**config.mk**
```make
export PLATFORM = sky130hd
export DESIGN_NAME = mash111_mod
export DESIGN_NICKNAME = d
export VERILOG_FILES = /design/src/rtl/mash111_pkg.sv /design/src/rtl/mash111_stage.sv /design/src/rtl/mash111_comb.sv /design/src/rtl/mash111_mod.sv
export SDC_FILE = /design/constraint.sdc
export NUM_CORES = 1
export LEC_CHECK = 0
export ABC_AREA = 1
export BUFFER_PORTS_ARGS = -buffer_cell sky130_fd_sc_hd__buf_2
export CORE_ASPECT_RATIO = 2
export CORE_MARGIN = 1
export CORE_UTILIZATION = 55
export CTS_CLUSTER_DIAMETER = 80
export CTS_CLUSTER_SIZE = 30
export DETAILED_ROUTE_END_ITERATION = 8
export GPL_ROUTABILITY_DRIVEN = 1
export GPL_TIMING_DRIVEN = 1
export PLACE_DENSITY = 0.77
export SYNTH_ARGS = -nofsm -noshare
export SYNTH_HDL_FRONTEND = slang
export SYNTH_HIERARCHICAL = 1
export SYNTH_SLANG_ARGS = --single-unit
export TNS_END_PERCENT = 50
```
**constraint.sdc**
```tcl
create_clock -name clk_i -period 15.6 [get_ports clk_i]
set_input_delay 2.34 -clock clk_i [delete_from_list [all_inputs] [get_ports clk_i]]
set_output_delay 2.34 -clock clk_i [all_outputs]
set_load 0.01 [all_outputs]
```
**src/rtl/mash111_pkg.sv**
```systemverilog
`timescale 1ns/1ps
package mash111_pkg;
    localparam int NSTG  = 3;
    localparam int OFF_W = 4;
    typedef logic signed [OFF_W-1:0] off_t;

    // Active-stage mask for an order select value
    function automatic logic [NSTG-1:0] ord_mask(input logic [1:0] ord);
        case (ord)
            2'd2:    ord_mask = 3'b011;
            2'd3:    ord_mask = 3'b111;
            default: ord_mask = 3'b001;
        endcase
    endfunction
endpackage

```
**src/rtl/mash111_stage.sv**
```systemverilog
`timescale 1ns/1ps
module mash111_stage #(
    parameter int ACC_W = 19
) (
    input  logic             act_i,
    input  logic [ACC_W-1:0] add_i,
    input  logic [ACC_W-1:0] state_i,
    output logic [ACC_W-1:0] nxt_o,
    output logic             carry_o
);
    logic [ACC_W:0] sum;

    always_comb begin
        sum = {1'b0, state_i} + {1'b0, add_i};
        if (act_i) begin
            nxt_o   = sum[ACC_W-1:0];
            carry_o = sum[ACC_W];
        end else begin
            nxt_o   = '0;
            carry_o = 1'b0;
        end
    end
endmodule

```
**src/rtl/mash111_comb.sv**
```systemverilog
`timescale 1ns/1ps
module mash111_comb
    import mash111_pkg::*;
(
    input  logic [NSTG-1:0] act_i,
    input  logic [NSTG-1:0] cy_i,
    input  logic            c2_z1_i,
    input  logic            c3_z1_i,
    input  logic            c3_z2_i,
    output off_t            off_o
);
    localparam logic [OFF_W-2:0] ZP = '0;

    off_t acc;

    always_comb begin
        acc = off_t'({ZP, cy_i[0]});
        if (act_i[1]) begin
            acc = acc + off_t'({ZP, cy_i[1]}) - off_t'({ZP, c2_z1_i});
        end
        if (act_i[2]) begin
            acc = acc + off_t'({ZP, cy_i[2]})
                      - off_t'({ZP[OFF_W-3:0], c3_z1_i, 1'b0})
                      + off_t'({ZP, c3_z2_i});
        end
        off_o = acc;
    end
endmodule

```
**src/rtl/mash111_mod.sv**
```systemverilog
`timescale 1ns/1ps
module mash111_mod
    import mash111_pkg::*;
#(
    parameter int ACC_W = 19,
    parameter int INT_W = 8,
    localparam int MOD_W = INT_W + 1
) (
    input  logic                  clk_i,
    input  logic                  rst_i,
    input  logic                  en_i,
    input  logic [ACC_W-1:0]      k_i,
    input  logic [INT_W-1:0]      int_i,
    input  logic [1:0]            ord_i,
    input  logic [NSTG*ACC_W-1:0] seed_i,
    output logic [MOD_W-1:0]      mod_o
);
    typedef struct packed {
        logic [NSTG-1:0][ACC_W-1:0] acc;
        logic                       c2_z1;
        logic                       c3_z1;
        logic                       c3_z2;
        logic [MOD_W-1:0]           modv;
    } state_t;

    state_t st_d, st_q;

    logic [NSTG-1:0]            act;
    logic [NSTG-1:0][ACC_W-1:0] add_w;
    logic [NSTG-1:0][ACC_W-1:0] nxt_w;
    logic [NSTG-1:0]            cy_w;
    off_t                       off_s;
    logic [MOD_W-1:0]           off_ext;
    logic [NSTG*ACC_W-1:0]      acc_v;

    assign act = ord_mask(ord_i);

    for (genvar g = 0; g < NSTG; g++) begin : g_stg
        if (g == 0) begin : g_head
            assign add_w[g] = k_i;
        end else begin : g_tail
            assign add_w[g] = nxt_w[g-1];
        end
        mash111_stage #(.ACC_W(ACC_W)) u_stg (
            .act_i   (act[g]),
            .add_i   (add_w[g]),
            .state_i (st_q.acc[g]),
            .nxt_o   (nxt_w[g]),
            .carry_o (cy_w[g])
        );
    end

    mash111_comb u_comb (
        .act_i   (act),
        .cy_i    (cy_w),
        .c2_z1_i (st_q.c2_z1),
        .c3_z1_i (st_q.c3_z1),
        .c3_z2_i (st_q.c3_z2),
        .off_o   (off_s)
    );

    assign off_ext = {{(MOD_W-OFF_W){off_s[OFF_W-1]}}, off_s};
    assign acc_v   = st_q.acc;

    always_comb begin
        st_d = st_q;
        if (rst_i) begin
            st_d.acc   = seed_i;
            st_d.c2_z1 = 1'b0;
            st_d.c3_z1 = 1'b0;
            st_d.c3_z2 = 1'b0;
            st_d.modv  = '0;
        end else if (en_i) begin
            st_d.acc   = nxt_w;
            st_d.c2_z1 = act[1] & cy_w[1];
            st_d.c3_z1 = act[2] & cy_w[2];
            st_d.c3_z2 = act[2] & st_q.c3_z1;
            st_d.modv  = {1'b0, int_i} + off_ext;
        end
    end

    always_ff @(posedge clk_i) begin
        st_q <= st_d;
    end

    assign mod_o = st_q.modv;
endmodule

```
==> metrics.txt <==
# rows=between 50 and 60; synthesized flop and latch total=a little under 70; r2r worst-path depth=39; Via Count=7,016; Reg2Reg Capture Point=mod_o[8]$_SDFFE_PP0P_; EDFF count, synth=57; Int Pwr=0.481 mW; Max Slew Vio Count=0; crit end category=flip-flop; crit path kind=in -> reg; final WL=19,800 um; hpwl dp=~16,000 um; Setup TNS=0 ps; Nets=1,253; proportion of power drawn by the clock network=27.9%; Tcrit/Tclk final=between 50% and 60%; commonest cells after routing, fill and taps aside=250 x nand2_1, 111 x inv_1, 105 x nor2_1; CP endpoint=mod_o[8]$_SDFFE_PP0P_; drt drc=0; Highest Clock Rate=about 0.12 GHz; Die Y-Extent=165 um; total of max-cap violations=0; IO Port Bufs=97; Slew Limit Headroom=approximately 34%; Slew @ Worst Pin=994 ps; Synth Instances=~1,000; layout cell share with drive strength beyond 1=between 20% and 30%; sw power=0.311 mW; skew final=approximately 11 ps; Hold Vio Cnt, Final=0; status=finished clean; Routed Antenna Nets=0; Core Area=about 13,000 um^2; Crit Reg-Reg Startpoint=acc_v[0]$_DFFE_PP_; sequential power share=between 20% and 30%; delay-heaviest family, CP=simple AND/OR/NAND/NOR gates; nature of the critical path startpoint=input port; WL/cell=15.9 um; commonest non-fill, non-tap cell in the layout=nand2_1; Sinks on Clock Net=69; Slowest cell on crit path=fa_1; peak supply drop=0.0625 mV; TritonCTS clock tree=yes; Cell variety after synth=37; area delta synth->final=11.3%; die area=13,800 um^2; vias per cell=5.64; WP data arrival=roughly 8400 ps; clk slew on worst S/H paths=approximately 60 ps; total gr overflow=0; sequential share of the synthesized area=26.7%; Bufs and invs on worst path=4; Tot Pwr=approximately 0.8 mW; Comb power frac=between 40 and 50%; initial antenna violation count=0; drt pass-1 iters=7; Root Driver=clkbuf_16; Avg Cell Area, Syn=around 7.3 um^2; pin count of the biggest net entering global routing=70; first-pass GRT wire length=~31,000 um; ant diodes=0; # hold bufs at CTS=0; CTS buffer count=9; PnR worst setup slack=about 7500 ps; CP max FO=6; gr usage total=between 20% and 30%; RSZ-0062 raised after global routing=false; maximum clock path buffer count=2; Worst path depth=40; CP Data Required Time=15,880 ps; Worst path max stage delay=about 530 ps; CP dominant cell by count=nand2_1; Setup crit start=k_i[0]; Die X=approximately 83 um; Place WS=about 7200 ps; P_leak=around 4.2 nW; Hold Path Class=reg -> reg; switching portion of total power=39.3%; Post-synth top flop=edfxtp_1; vias in the first global route=~7,000; # H-tree levels=3; FFs w/ async S/R, synth=0%; Cell Pwr Density=approximately 98 nW/um^2; Tmin final=between 8000 and 9000 ps; register-to-register setup slack=9270 ps; worst skew pair latency=approximately 340 ps; Syn. warnings=6; Cell Area, Synth=7300 um^2; postcts setup bufs=0; io pins=between 90 and 100; Detailed Route Iter0 Violations=just over 300; Starting Density=approximately 56%; post_cts resized=0; final setup fails=0; gp weighted congestion=0.912
## per-layer routing
layer / global-route usage (%) / vias up / part of all wire [%]
met5: 0 / - / 0
li1: - / 3513 / -
met3: 3.70 / 82 / 3.1
met1: 25.8 / 3219 / 35
met4: 19.0 / 0 / 5.9
met2: 59.1 / 202 / 56
## sequential cells by signal, summed over array words and instances, names as in the netlist
signal and count:
mod_o 9, st_q 3, acc_v 57
## layout make-up
class                      count  area (um^2)
clock buffer                  11          233
clock inverter                 5         76.3
fill                        1255         4870
inverter                     124          465
multi-input combinational    784         4700
sequential                    69         1950
tap                          152          190
timing repair buffer         100          508
## worst min path at each step
stage          slack (ps)  depth (start not counted)                     to                  start
4_1_cts               460                          2  mod_o[3]$_SDFFE_PP0P_  mod_o[3]$_SDFFE_PP0P_
3_3_place_gp          440                          2  mod_o[3]$_SDFFE_PP0P_  mod_o[3]$_SDFFE_PP0P_
5_1_grt               470                          2  mod_o[4]$_SDFFE_PP0P_  mod_o[4]$_SDFFE_PP0P_
6_report              450                          2  mod_o[3]$_SDFFE_PP0P_  mod_o[3]$_SDFFE_PP0P_
3_5_place_dp          450                          2  mod_o[4]$_SDFFE_PP0P_  mod_o[4]$_SDFFE_PP0P_
2_1_floorplan         430                          2  mod_o[5]$_SDFFE_PP0P_  mod_o[5]$_SDFFE_PP0P_
## power groups by stage
| stage | combinational (mW) | clock [mW] | sequential [mW] |
|---|---|---|---|
| 2_1_floorplan | 0.264 | 0 | 0.228 |
| 5_1_grt | 0.383 | 0.231 | 0.228 |
| 4_1_cts | 0.341 | 0.224 | 0.227 |
| 3_5_place_dp | 0.339 | 0 | 0.231 |
| 6_report | 0.345 | 0.221 | 0.227 |
| 3_3_place_gp | 0.336 | 0 | 0.230 |
## cells by family (layout without fill, tap and decap cells)
logic type      after synthesis  in the layout  share of synthesized area (%)
buf+inv                     152            240                           9.20
flops                        69             69                           26.7
fa+ha+maj                    76             76                           13.5
compound gates              170            170                           15.8
simple gates                519            519                           33.2
other cells                   1              7                         0.0514
xor+xnor                     12             12                           1.44
## tightest hold or removal path, cell delays in order, from the launching register on
cell     delay (ps)
dfxtp_1         310
nand2_1          60
nand2_1          40
## per-stage QoR
| stage | cells | cell area, um^2 | utilization, % | hold slack (ps) |
|---|---|---|---|---|
| finish | 1245 | 8120 | 62.5 | 454 |
| global route | 1245 | 8120 | 62.5 | 468 |
| CTS | 1245 | 8120 | 62.5 | 456 |
| detailed placement | 1229 | 7820 | 60.2 | 446 |
| global placement | 1229 | 7820 | 60.2 | 437 |
| floorplan | 1005 | 7320 | - | 427 |
## Yosys cell counts (all sizes together), types with 25 or more instances
master  instances  area share (%)
ha             71              12
edfxtp         57              23
nand2         295              17
a21oi          79             6.2
nor2          127             7.7
inv           124             6.4
buf            25             2.7
a22o           59             7.1
nand3          68             6.0
o21ai          26             1.8
Note: power is estimated with default switching activity, not from simulation.
